$ cat src/rtl/stream_ctl_pkg.sv
package stream_ctl_pkg;
    localparam int DATA_W   = 32;
    localparam int TAG_W    = 4;
    localparam int TAG_LSB  = 20;
    localparam int RUN_BIT  = 1;
    localparam int SRST_BIT = 0;

    typedef enum logic [2:0] {
        ST_IDLE      = 3'd0,
        ST_RUN       = 3'd1,
        ST_STOP      = 3'd2,
        ST_RST_ENTER = 3'd3,
        ST_RST_HOLD  = 3'd4,
        ST_RST_EXIT  = 3'd5
    } sc_state_e;
endpackage

$ cat src/rtl/stream_ctl_fsm.sv
module stream_ctl_fsm
    import stream_ctl_pkg::*;
(
    input  logic      clk,
    input  logic      rst_n,
    input  logic      wr_en,
    input  logic      wr_run,
    input  logic      wr_srst,
    input  logic      is_output,
    input  logic      eng_stopped,
    input  logic      rst_done,
    input  logic      eng_ready,
    output sc_state_e state,
    output logic      run_en,
    output logic      srst_req,
    output logic      start_out,
    output logic      tag_we,
    output logic      tag_clr,
    output logic      err_set
);
    sc_state_e nxt;

    // State register
    always_ff @(posedge clk or negedge rst_n) begin
        if (!rst_n) state <= ST_IDLE;
        else        state <= nxt;
    end

    // Next-state logic
    always_comb begin
        nxt = state;
        unique case (state)
            ST_IDLE: begin
                if (wr_en && wr_srst)     nxt = ST_RST_ENTER;   // RESET
                else if (wr_en && wr_run) nxt = ST_RUN;         // START
            end
            ST_RUN: begin
                if (wr_en && !wr_run)     nxt = ST_STOP;        // HALT
            end
            ST_STOP: begin
                if (eng_stopped)          nxt = ST_IDLE;        // STOPPED
            end
            ST_RST_ENTER: begin
                if (rst_done)             nxt = ST_RST_HOLD;    // RESET_DONE
            end
            ST_RST_HOLD: begin
                if (wr_en && !wr_srst)    nxt = ST_RST_EXIT;    // RELEASE
            end
            ST_RST_EXIT: begin
                if (eng_ready)            nxt = ST_IDLE;        // READY
            end
            default:                      nxt = ST_IDLE;
        endcase
    end

    // Output decode
    always_comb begin
        run_en    = 1'b0;
        srst_req  = 1'b0;
        start_out = 1'b0;
        tag_we    = 1'b0;
        tag_clr   = 1'b0;
        err_set   = 1'b0;
        unique case (state)
            ST_IDLE: begin
                tag_clr   = wr_en && wr_srst;
                tag_we    = wr_en && !wr_srst;
                start_out = wr_en && !wr_srst && wr_run && is_output;
            end
            ST_RUN: begin
                run_en  = 1'b1;
                tag_we  = wr_en;
                err_set = wr_en && wr_srst;
            end
            ST_STOP: begin
                tag_we  = wr_en;
                err_set = wr_en && wr_srst;
            end
            ST_RST_ENTER,
            ST_RST_HOLD: srst_req = 1'b1;
            ST_RST_EXIT: ;
            default: ;
        endcase
    end
endmodule

$ cat src/rtl/stream_ctl_fields.sv
module stream_ctl_fields #(
    parameter int TAG_W = 4
) (
    input  logic             clk,
    input  logic             rst_n,
    input  logic             tag_we,
    input  logic             tag_clr,
    input  logic [TAG_W-1:0] tag_in,
    input  logic             start_out,
    input  logic             err_set,
    output logic [TAG_W-1:0] tag_q,
    output logic             cad_q,
    output logic             err_q
);
    always_ff @(posedge clk or negedge rst_n) begin
        if (!rst_n)       tag_q <= '0;
        else if (tag_clr) tag_q <= '0;
        else if (tag_we)  tag_q <= tag_in;
    end

    always_ff @(posedge clk or negedge rst_n) begin
        if (!rst_n) cad_q <= 1'b0;
        else        cad_q <= start_out;
    end

    always_ff @(posedge clk or negedge rst_n) begin
        if (!rst_n)       err_q <= 1'b0;
        else if (err_set) err_q <= 1'b1;
    end
endmodule

$ cat src/rtl/stream_ctl_readback.sv
module stream_ctl_readback
    import stream_ctl_pkg::*;
#(
    parameter int DW    = 32,
    parameter int TW    = 4,
    parameter int T_LSB = 20,
    parameter int R_BIT = 1,
    parameter int S_BIT = 0
) (
    input  sc_state_e     state,
    input  logic [TW-1:0] tag_q,
    output logic [TW-1:0] tag_vis,
    output logic [DW-1:0] rd_word
);
    logic run_vis, srst_vis, in_rst;

    always_comb begin
        run_vis  = (state == ST_RUN) || (state == ST_STOP);
        srst_vis = (state == ST_RST_HOLD) || (state == ST_RST_EXIT);
        in_rst   = (state == ST_RST_ENTER) || srst_vis;
        tag_vis  = in_rst ? '0 : tag_q;
        rd_word  = '0;
        rd_word[T_LSB +: TW] = tag_vis;
        rd_word[R_BIT]       = run_vis;
        rd_word[S_BIT]       = srst_vis;
    end
endmodule

$ cat src/rtl/stream_ctl_reg.sv
module stream_ctl_reg
    import stream_ctl_pkg::*;
(
    input  logic              clk,
    input  logic              rst_n,
    input  logic              wr_en,
    input  logic [DATA_W-1:0] wr_data,
    output logic [DATA_W-1:0] rd_data,
    input  logic              is_output,
    input  logic              stream_sync,
    input  logic              eng_stopped,
    input  logic              rst_done,
    input  logic              eng_ready,
    output logic              run_en,
    output logic              dma_go,
    output logic              srst_req,
    output logic              cad_rst,
    output logic [TAG_W-1:0]  tag_out,
    output logic              seq_err
);
    sc_state_e        state;
    logic             start_out, tag_we, tag_clr, err_set;
    logic [TAG_W-1:0] tag_q;

    stream_ctl_fsm u_fsm (
        .clk         (clk),
        .rst_n       (rst_n),
        .wr_en       (wr_en),
        .wr_run      (wr_data[RUN_BIT]),
        .wr_srst     (wr_data[SRST_BIT]),
        .is_output   (is_output),
        .eng_stopped (eng_stopped),
        .rst_done    (rst_done),
        .eng_ready   (eng_ready),
        .state       (state),
        .run_en      (run_en),
        .srst_req    (srst_req),
        .start_out   (start_out),
        .tag_we      (tag_we),
        .tag_clr     (tag_clr),
        .err_set     (err_set)
    );

    stream_ctl_fields #(.TAG_W(TAG_W)) u_fields (
        .clk       (clk),
        .rst_n     (rst_n),
        .tag_we    (tag_we),
        .tag_clr   (tag_clr),
        .tag_in    (wr_data[TAG_LSB +: TAG_W]),
        .start_out (start_out),
        .err_set   (err_set),
        .tag_q     (tag_q),
        .cad_q     (cad_rst),
        .err_q     (seq_err)
    );

    stream_ctl_readback #(
        .DW(DATA_W), .TW(TAG_W), .T_LSB(TAG_LSB), .R_BIT(RUN_BIT), .S_BIT(SRST_BIT)
    ) u_rb (
        .state   (state),
        .tag_q   (tag_q),
        .tag_vis (tag_out),
        .rd_word (rd_data)
    );

    assign dma_go = run_en && !stream_sync;
endmodule

$ cat config.mk
export PLATFORM = sky130hd
export DESIGN_NAME = stream_ctl_reg
export DESIGN_NICKNAME = d
export VERILOG_FILES = /design/src/rtl/stream_ctl_pkg.sv /design/src/rtl/stream_ctl_fsm.sv /design/src/rtl/stream_ctl_fields.sv /design/src/rtl/stream_ctl_readback.sv /design/src/rtl/stream_ctl_reg.sv
export SDC_FILE = /design/constraint.sdc
export NUM_CORES = 1
export LEC_CHECK = 0
export ABC_CLOCK_PERIOD_IN_PS = 1780
export BUFFER_PORTS_ARGS = -buffer_cell sky130_fd_sc_hd__buf_2
export CAP_MARGIN = 15
export CORE_UTILIZATION = 34
export DETAILED_ROUTE_END_ITERATION = 8
export PLACE_DENSITY = 0.78
export REMOVE_ABC_BUFFERS = 1
export SLEW_MARGIN = 30
export SYNTH_ARGS = -nofsm -noshare
export SYNTH_HDL_FRONTEND = slang
export SYNTH_SLANG_ARGS = --single-unit
$ cat constraint.sdc
create_clock -name clk -period 1.78 [get_ports clk]
set_input_delay 0.267 -clock clk [delete_from_list [all_inputs] [get_ports clk]]
set_output_delay 0.267 -clock clk [all_outputs]
set_load 0.005 [all_outputs]
Word-level counts from Yosys, hierarchy flattened
Cells that the tools add are included.

storage, ports and cells
  output and inout bits = 41
  word-level logic and storage cells = 50
  flip-flop bits (word level) = 9

operators by class
  reduce and logical (&&, ||, !) cells = 18
  equal/unequal tests = 11
  mux-type cells = 17

operator list
  cell                                                              count
  3-bit two-way mux                                                 7
  3-bit one-hot mux with 6 select lines                             1
  4-bit two-way mux                                                 3
  1-bit logical AND                                                 7
  3-bit by 2-bit == test with 1-bit output (second input constant)  2
  3-bit == test (second input constant)                             2
  2-bit != test (second input constant)                             3
  6-bit AND reduction                                               1
  1-bit two-way mux                                                 5
  2-bit by 1-bit != test with 1-bit output (second input constant)  2
  2-bit OR reduction                                                2
  3-bit by 1-bit == test with 1-bit output (second input constant)  1
  1-bit logical NOT                                                 3
  3-bit logical NOT                                                 1
  1-bit logical OR                                                  3
  3-bit by 1-bit != test with 1-bit output (second input constant)  1
  1-bit one-hot mux with 2 select lines                             1
  2-bit nonzero test                                                1

Logic depth before layout (Yosys ltp)
Gate-level depths: netlist of the first run.

  depth in word-level cells = 5
  gate-level depth with buffers = 5
  mapped depth without buffers = 3

Cells and area by module
Synthesis of the first run repeated with hierarchy kept, for this count alone.

second synthesis, totals
  cells, all modules = 93
  area total of the unflattened synthesis = 828.3 µm²

by module, submodules not included
  module               instances  seq. area each (µm²)  area an instance (µm²)  cells an instance
  stream_ctl_readback  1          0.0                   319.1                   42
  stream_ctl_fsm       1          75.1                  279.0                   34
  stream_ctl_fields    1          150.1                 216.5                   16
  stream_ctl_reg       1          0.0                   13.8                    1

Least setup slack after synthesis of the first run
No wires, ideal clock.

  path kind = reg2out
  start = reg u_fsm.state[0]
  end = out tag_out[0]
  cell stages (with the launch flop) = 6
  arrival time = 1.153 ns
  path slack = 0.360 ns
  required time = 1.513 ns
  cell sequence = dfrtp_1 > buf_2 > and3b_2 > nor2_1 > and2_1 > buf_4

between the ends
  longest elaborated chain between the ends = 4
  elaborated cells on any way between the ends = 6

RTL lines
  item                    RTL line                   RTL
  from (decl)             stream_ctl_fsm.sv:13       output sc_state_e state,
  from (signal assigned)  stream_ctl_fsm.sv:26       else state <= nxt;
  3-bit == test           stream_ctl_readback.sv:19  srst_vis = (state == ST_RST_HOLD) || (state == ST_RST_EXIT);
  1-bit logical OR        stream_ctl_readback.sv:19
  1-bit logical OR *      stream_ctl_readback.sv:20  in_rst = (state == ST_RST_ENTER) || srst_vis;
  4-bit two-way mux *     stream_ctl_readback.sv:21  tag_vis = in_rst ? '0 : tag_q;
  to (decl)               stream_ctl_reg.sv:18       output logic [TAG_W-1:0] tag_out,

Every way passes the cells marked *; elsewhere a longest branch is shown, timed or not.

Final worst setup path of the first run
  start = reg u_fsm.state[0]
  end = out rd_data[21]

between the ends
  longest elaborated chain between the ends = 4
  elaborated cells on any way between the ends = 6

RTL lines
  item                 RTL line                   RTL
  3-bit == test        stream_ctl_readback.sv:19
  1-bit logical OR     stream_ctl_readback.sv:19
  1-bit logical OR *   stream_ctl_readback.sv:20
  4-bit two-way mux *  stream_ctl_readback.sv:21
  to (decl)            stream_ctl_reg.sv:8        output logic [DATA_W-1:0] rd_data,

Marked as above.

==> results.tsv, run 1 <==
stage	metric	value	unit
place	dp_slack	0.2423	ns
synthesis	async_reset_ff_frac	1.000	
finish	final_nets	151	
finish	fin_cells	137	
synthesis	synth_top_cell_area_share	0.3112	
worst_setup_path	regToRegEndpoint	u_fsm.state[0]$_DFFE_PN0P_	
timing	period_minus_slack	1.673	ns
timing	report.final.slew_viol_count	0	
synthesis	syn_inst	85	
power	clkPwrFrac	0.130	
die	io_pins	81	
power	intPower	0.0007089	W
synthesis	synth-edff-count	0	
grt	grt_max_degree	13	
synthesis	synth_top_family_by_area	buffers and inverters	
finish	final-seq-area	226.5	um2
drt	vias	567	
timing	skew	0.007438	ns
flow_run	cap_violations	0	
clock_network	clk_pin_slew	0.06	ns
finish	drive_gt1_frac	0.3818	
synthesis	synth-compound-area-share	0.1232	
grt	overflow	0	
clock_network	clk_latency	0.25	ns
hold_path	hp-start	wr_data[20]	
drt	drt_iter0_markers	5	
die	rows	16	
die	die_x	49.65	um
place	io_buffers	28	
drt	ant_nets	0	
synthesis	synth.top_cells.by_area	buf_4, dfrtp_1, a22o_1, and2_1, nand2_1	
place	hpwl	1.190	mm
power	leakage	0.4500	nW
synthesis	synth_top_flop_cell	dfrtp_1	
grt	grt_pass1_vias	527	
power	comb_power_share	0.555	
worst_setup_path	critPathMaxFanout	12	
synthesis	synth_area_leader_cell	buf_4	
clock_network	cts_setup_buffers	0	
grt	grt_antenna_before_repair	0	
die	initial_core_util	0.3781	
timing	finalWorstSetupSlack	0.1073	ns
grt	grt_first_pass_wirelength	2.318	mm
synthesis	synthAdderAreaFrac	0	
synthesis	syn_area	772.0	um2
worst_setup_path	r2r-start	u_fsm.state[2]$_DFFE_PN0P_	
finish	diodes	0	
worst_setup_path	r2r_cells	3	
grt	grtUsageTotal	0.1245	
clock_network	numClockSinks	9	
timing	grt_setup_unrepaired	no	
timing	hold_violations	0	
synthesis	synth_seq_area_share	0.2917	
place	place.gp.congestion	0.7445	
die	fp.dieH	49.65	um
timing	setup_viol_count_final	0	
power	irDropWorstVdd	0.5649	mV
synthesis	ys_ff_latch	9	
outcome	status	complete, no violations	
drt	routed_wirelength	1.417	mm
die	design.core.area	2042	um2
hold_path	hold_path.class	in2reg	
worst_setup_path	rrSetupSlack	0.37	ns
clock_network	h-tree-depth	1	
hold_path	holdPathStages	2	
timing	tns	0	ns
clock_network	cts_buffers	3	
power	p_sw_frac	0.3840	
worst_setup_path	cp_data_arrival_time	1.41	ns
finish	final_util	0.4081	
finish	multi_input_area	374.1	um2
synthesis	synthDistinctLibCells	29	
worst_setup_path	cp_data_required_time	1.51	ns
drt	wire_per_inst	10.34	um
synthesis	synthXorXnorAreaFrac	0.01135	
drt	via_per_inst	4.139	
power	p_per_area	1381	nW/um2
clock_network	clock-root-buffer	clkbuf_4	
worst_setup_path	startpoint_type	flop	
synthesis	synthSimpleGateAreaFrac	0.2058	
hold_path	hold-path-endpoint	u_fields.tag_q[0]$_DFFE_PN0P_	
clock_network	cts_buffer_depth	2	
die	die_area	2465	um2
timing	fmax	597.8	MHz
synthesis	synth_warnings	0	
power	p_sw	0.0004420	W
timing	finalCritPeriodShare	0.9397	
drt	drc	0	
finish	fillers	231	
synthesis	synth.area.mux_share	0.01459	
worst_setup_path	crit_path_end_kind	output port	
drt	firstDrtPassIters	3	
worst_setup_path	path_class	reg2out	
power	seqPwrFrac	0.315	
finish	area_delta_synth_final	7.942	%
synthesis	syn_avg_cell_area	9.082	um2
place	dp.cells	132	
clock_network	cts_tree	built	
[critical path, stage by stage, from the launching register on]
cell	delay [ns]
dfrtp_2	0.49
and3b_2	0.24
nor2_2	0.16
and2_1	0.15
buf_2	0.11
[sequential cells by signal (all words and copies together) (netlist names)]
register and cells:
u_fsm.state 3, u_fields.err_q 1, u_fields.cad_q 1, u_fields.tag_q 4
[cell families (layout without fill, tap and decap cells)]
logic type / after synthesis / count (layout)
compound gates: 11 / 11
xor+xnor: 1 / 1
buf+inv: 37 / 37
flops: 9 / 9
mux: 1 / 1
other cells: 1 / 26
simple gates: 25 / 25
[final cells by class]
type | instances | share of cell area
Sequential cell | 9 | 0.2718
Clock buffer | 4 | 0.03153
Inverter | 2 | 0.009009
Tap cell | 27 | 0.04054
Multi-Input combinational cell | 64 | 0.4489
Timing Repair Buffer | 31 | 0.1982
[worst max-delay path by stage]
| stage | endpoint | startpoint | slack, ns |
|---|---|---|---|
| after detailed placement | rd_data[21] | u_fsm.state[0]$_DFFE_PN0P_ | 0.24 |
| after global routing | rd_data[21] | u_fsm.state[0]$_DFFE_PN0P_ | 0.03 |
| after global placement | rd_data[21] | u_fsm.state[0]$_DFFE_PN0P_ | 0.30 |
| final | rd_data[21] | u_fsm.state[0]$_DFFE_PN0P_ | 0.11 |
| after CTS | rd_data[21] | u_fsm.state[0]$_DFFE_PN0P_ | 0.02 |
| after floorplan | u_fsm.state[0]$_DFFE_PN0P_ | u_fsm.state[2]$_DFFE_PN0P_ | 0.41 |
[synth_stat cells (2+ instances only)]
library cell,number
a22o_1,5
and2_1,4
buf_2,2
buf_4,32
dfrtp_1,9
inv_1,2
nand2_1,4
nand2b_1,2
nor2_1,3
nor3b_1,2
or3_1,2
[layer usage]
layer  vias to the layer above  GRT usage  wire (um)
met5                         -          0          0
met4                         0    0.05714          6
met3                         2    0.02469        130
met2                        37     0.2185        718
met1                       250     0.1434        562
li1                        278          -          -
[power groups by stage]
| stage | Clock [W] | Sequential, W | Combinational, W |
|---|---|---|---|
| 2_1_floorplan | 0 | 0.000364 | 0.000355 |
| 3_3_place_gp | 0 | 0.000354 | 0.000620 |
| 3_5_place_dp | 0 | 0.000363 | 0.000640 |
| 4_1_cts | 0.000157 | 0.000363 | 0.000642 |
| 5_1_grt | 0.000167 | 0.000376 | 0.000714 |
| 6_report | 0.000150 | 0.000363 | 0.000638 |
[placed cells by master (no fill, tap or decap), drive strengths merged, types with 2 or more instances in the layout]
cell type  count
and2           4
nand2b         2
nand2          4
buf           30
a22o           5
clkbuf         4
inv            2
nor3b          3
or3            2
conb          26
nor2           3
dfrtp          9
[per-stage QoR]
stage	instance area, um2	hold WS, ns	power [W]
6_report	833.3	0.2370	0.001151
5_1_grt	833.3	0.2351	0.001258
4_1_cts	830.8	0.2311	0.001162
3_5_place_dp	793.3	0.1289	0.001003
3_3_place_gp	793.3	0.1216	0.0009739
2_1_floorplan	604.3	-0.02859	0.0007183
[what timing repair did]
action                                  CTS  global route
gates cloned                              0             0
hold buffers                              1             0
gates resized for setup                   1             1
hold endpoints to repair                  9             0
endpoints found under the setup margin    8             8
(Power assumes the default switching activity.)
==> run 2, diff against run 1 <==
==> constraint.sdc (replaced) <==
create_clock -name clk -period 1.78 [get_ports clk]
set_input_delay 0.356 -clock clk [delete_from_list [all_inputs] [get_ports clk]]
set_output_delay 0.356 -clock clk [all_outputs]
set_load 0.005 [all_outputs]
==> run 2 against run 1 <==
Against the previous run: clock power rose by 4%; maximum frequency fell by 0.59%; non-clock buffer count rose by 3; count of clock-buffer cells in the layout did not move; worst setup slack got worse by 0.0099 ns; wire length fell by 6.3%; first-iteration DRC count rose by 80%; clock skew fell by 0.0028 ns; sequential share of layout area fell by 1.0 points; highest routed layer is now met3.
==> results.tsv, run 2 (synthesized netlist as in run 1, its figures left out) <==
stage	metric	value	unit	change
outcome	status	complete, no violations		unchanged
power	intPower	0.0007494	W	was 0.0007089 W
worst_setup_path	startpoint_type	flop		unchanged
die	fp.dieH	49.65	um	unchanged
timing	hold_ws	0.3183	ns	was 0.2370 ns
worst_setup_path	path_class	reg2out		unchanged
worst_setup_path	path_cells	and3b_2 > nor2_4 > and2_1 > buf_2		was and3b_2 > nor2_2 > and2_1 > buf_2
die	die_x	49.65	um	unchanged
finish	stdcell_area	865.8	um2	was 833.3 um2
grt	overflow	0		unchanged
timing	setup_viol_count_final	0		unchanged
drt	firstDrtPassIters	4		was 3
finish	regMostFlops	u_fields.tag_q		unchanged
power	seqPwrFrac	0.286		was 0.315
power	p_per_area	1389	nW/um2	was 1381 nW/um2
die	rows	16		unchanged
die	design.core.area	2042	um2	unchanged
drt	routed_wirelength	1.328	mm	was 1.417 mm
drt	drt_iter0_markers	9		was 5
finish	mostFrequentLayoutCells	buf_2, conb_1, dfrtp_1, a22o_1, buf_4		was buf_2, conb_1, dfrtp_1, a22o_1
worst_setup_path	cp_slowest_cell	dfrtp_2		unchanged
drt	vias	576		was 567
place	place.gp.congestion	0.7838		was 0.7445
clock_network	cts_buffer_depth	2		unchanged
timing	skew	0.004603	ns	was 0.007438 ns
grt	grt_max_degree	11		was 13
drt	ant_nets	0		unchanged
timing	report.final.slew_viol_count	0		unchanged
grt	grt_pass1_vias	484		was 527
power	comb_power_share	0.584		was 0.555
clock_network	h-tree-depth	1		unchanged
worst_setup_path	cp_data_required_time	1.42	ns	was 1.51 ns
drt	drc	0		unchanged
clock_network	numClockSinks	9		unchanged
worst_setup_path	crit_path_end_kind	output port		unchanged
clock_network	cts_buffers	3		unchanged
die	initial_core_util	0.3781		unchanged
power	irDropWorstVdd	0.5443	mV	was 0.5649 mV
place	dp.cells	133		was 132
finish	largest_reg_flops	4		unchanged
worst_setup_path	max_stage_delay	0.44	ns	was 0.49 ns
finish	diodes	0		unchanged
hold_path	hold_path.class	in2reg		unchanged
finish	top_regs	u_fields.tag_q: 4 flops, u_fsm.state: 3 flops		unchanged
finish	fin_cells	140		was 137
power	p_sw	0.0004532	W	was 0.0004420 W
finish	area_delta_synth_final	12.16	%	was 7.942%
timing	finalCritPeriodShare	0.9453		was 0.9397
worst_setup_path	r2r-start	u_fsm.state[2]$_DFFE_PN0P_		unchanged
drt	wire_per_inst	9.486	um	was 10.34 um
place	hpwl	1.056	mm	was 1.190 mm
die	die_area	2465	um2	unchanged
grt	grtUsageTotal	0.1167		was 0.1245
hold_path	hp-start	wr_data[20]		unchanged
timing	hold_violations	0		unchanged
place	place_area	800.8	um2	was 793.3 um2
clock_network	clk_latency	0.26	ns	was 0.25 ns
power	leakage	0.4704	nW	was 0.4500 nW
clock_network	clk_pin_slew	0.06	ns	about the same
grt	grt_first_pass_wirelength	2.145	mm	was 2.318 mm
finish	final_common_cell	buf_2		unchanged
power	p_sw_frac	0.3768		was 0.3840
worst_setup_path	critPathMaxFanout	7		was 12
power	clkPwrFrac	0.130		about the same
flow_run	cap_violations	0		unchanged
finish	fillers	225		was 231
finish	drive_gt1_frac	0.4071		was 0.3818
timing	tns	0	ns	unchanged
clock_network	clock-root-buffer	clkbuf_4		unchanged
worst_setup_path	crit_start	u_fsm.state[0]$_DFFE_PN0P_		unchanged
timing	fmax	594.3	MHz	was 597.8 MHz
power	total_power	0.001203	W	was 0.001151 W
worst_setup_path	cp_data_arrival_time	1.33	ns	was 1.41 ns
timing	period_minus_slack	1.683	ns	was 1.673 ns
die	io_pins	81		unchanged
clock_network	cts_tree	built		unchanged
finish	final_nets	154		was 151
grt	grt_antenna_before_repair	0		unchanged
drt	via_per_inst	4.114		was 4.139
place	io_buffers	28		unchanged
-- run 2: changes by cell type in the layout (fill, tap and decap cells not counted) --
cell / before / now
buf_4: 2 / 5
nor2_2: 1 / 0
o21ai_0: 1 / 0
nor2_4: 0 / 1
nor3b_2: 1 / 2
o21ai_1: 0 / 1
nor3b_1: 2 / 1
-- run 2: cell type report --
| type | instances | area, um2 | share of cell area |
|---|---|---|---|
| clock buffers | 4 | 26.28 | 0.03035 |
| inverters | 2 | 7.507 | 0.008671 |
| multi-input cells | 64 | 384.1 | 0.4436 |
| flip-flops and latches | 9 | 226.5 | 0.2616 |
| well taps | 27 | 33.78 | 0.03902 |
| repair buffers | 34 | 187.7 | 0.2168 |
-- run 2: power by group through the flow --
stage | Sequential, W | Clock [W] | Combinational (W)
4_1_cts | 0.000337 | 0.000164 | 0.000665
3_5_place_dp | 0.000341 | 0 | 0.000660
2_1_floorplan | 0.000364 | 0 | 0.000355
5_1_grt | 0.000356 | 0.000180 | 0.000781
3_3_place_gp | 0.000335 | 0 | 0.000651
6_report | 0.000344 | 0.000156 | 0.000702
-- run 2: worst paths after layout --
check	endpoint	slack, ns	cells after the start
max	tag_out[3]	0.1	4
min	u_fields.tag_q[0]$_DFFE_PN0P_	0.32	2
max reg2reg	u_fsm.state[0]$_DFFE_PN0P_	0.29	4
min reg2reg	u_fields.err_q$_DFFE_PN0P_	0.46	1
max in group asynchronous	u_fsm.state[0]$_DFFE_PN0P_	1.12	2
min in group asynchronous	u_fields.tag_q[0]$_DFFE_PN0P_	0.47	2
-- run 2: worst max-delay path: cells and delay by family, from the launching register on --
family | cells | cell delay, ns
and+or+nand+nor | 3 | 0.51
DFF | 1 | 0.44
buffers and inverters | 1 | 0.11
-- run 2: repair_timing --
action	in CTS	in global routing
resized for setup	0	5
hold endpoints to repair	9	0
endpoints found under the setup margin	0	10
hold buffers	1	0
buffers inserted	0	2
-- run 2: per-stage QoR --
step	utilization	worst slack, ns
after CTS	0.4099	0.005442
after global placement	0.3922	0.3179
after global routing	0.4240	-0.002867
final	0.4240	0.09743
after detailed placement	0.3922	0.2975
after floorplan	-	0.3924
-- run 2: per-layer routing --
metal,global-route usage,vias up,share of wire
li1,-,282,-
met1,0.1450,255,0.44
met2,0.1757,39,0.46
met3,0.04321,0,0.10
met4,0.05714,0,0
met5,0,-,0
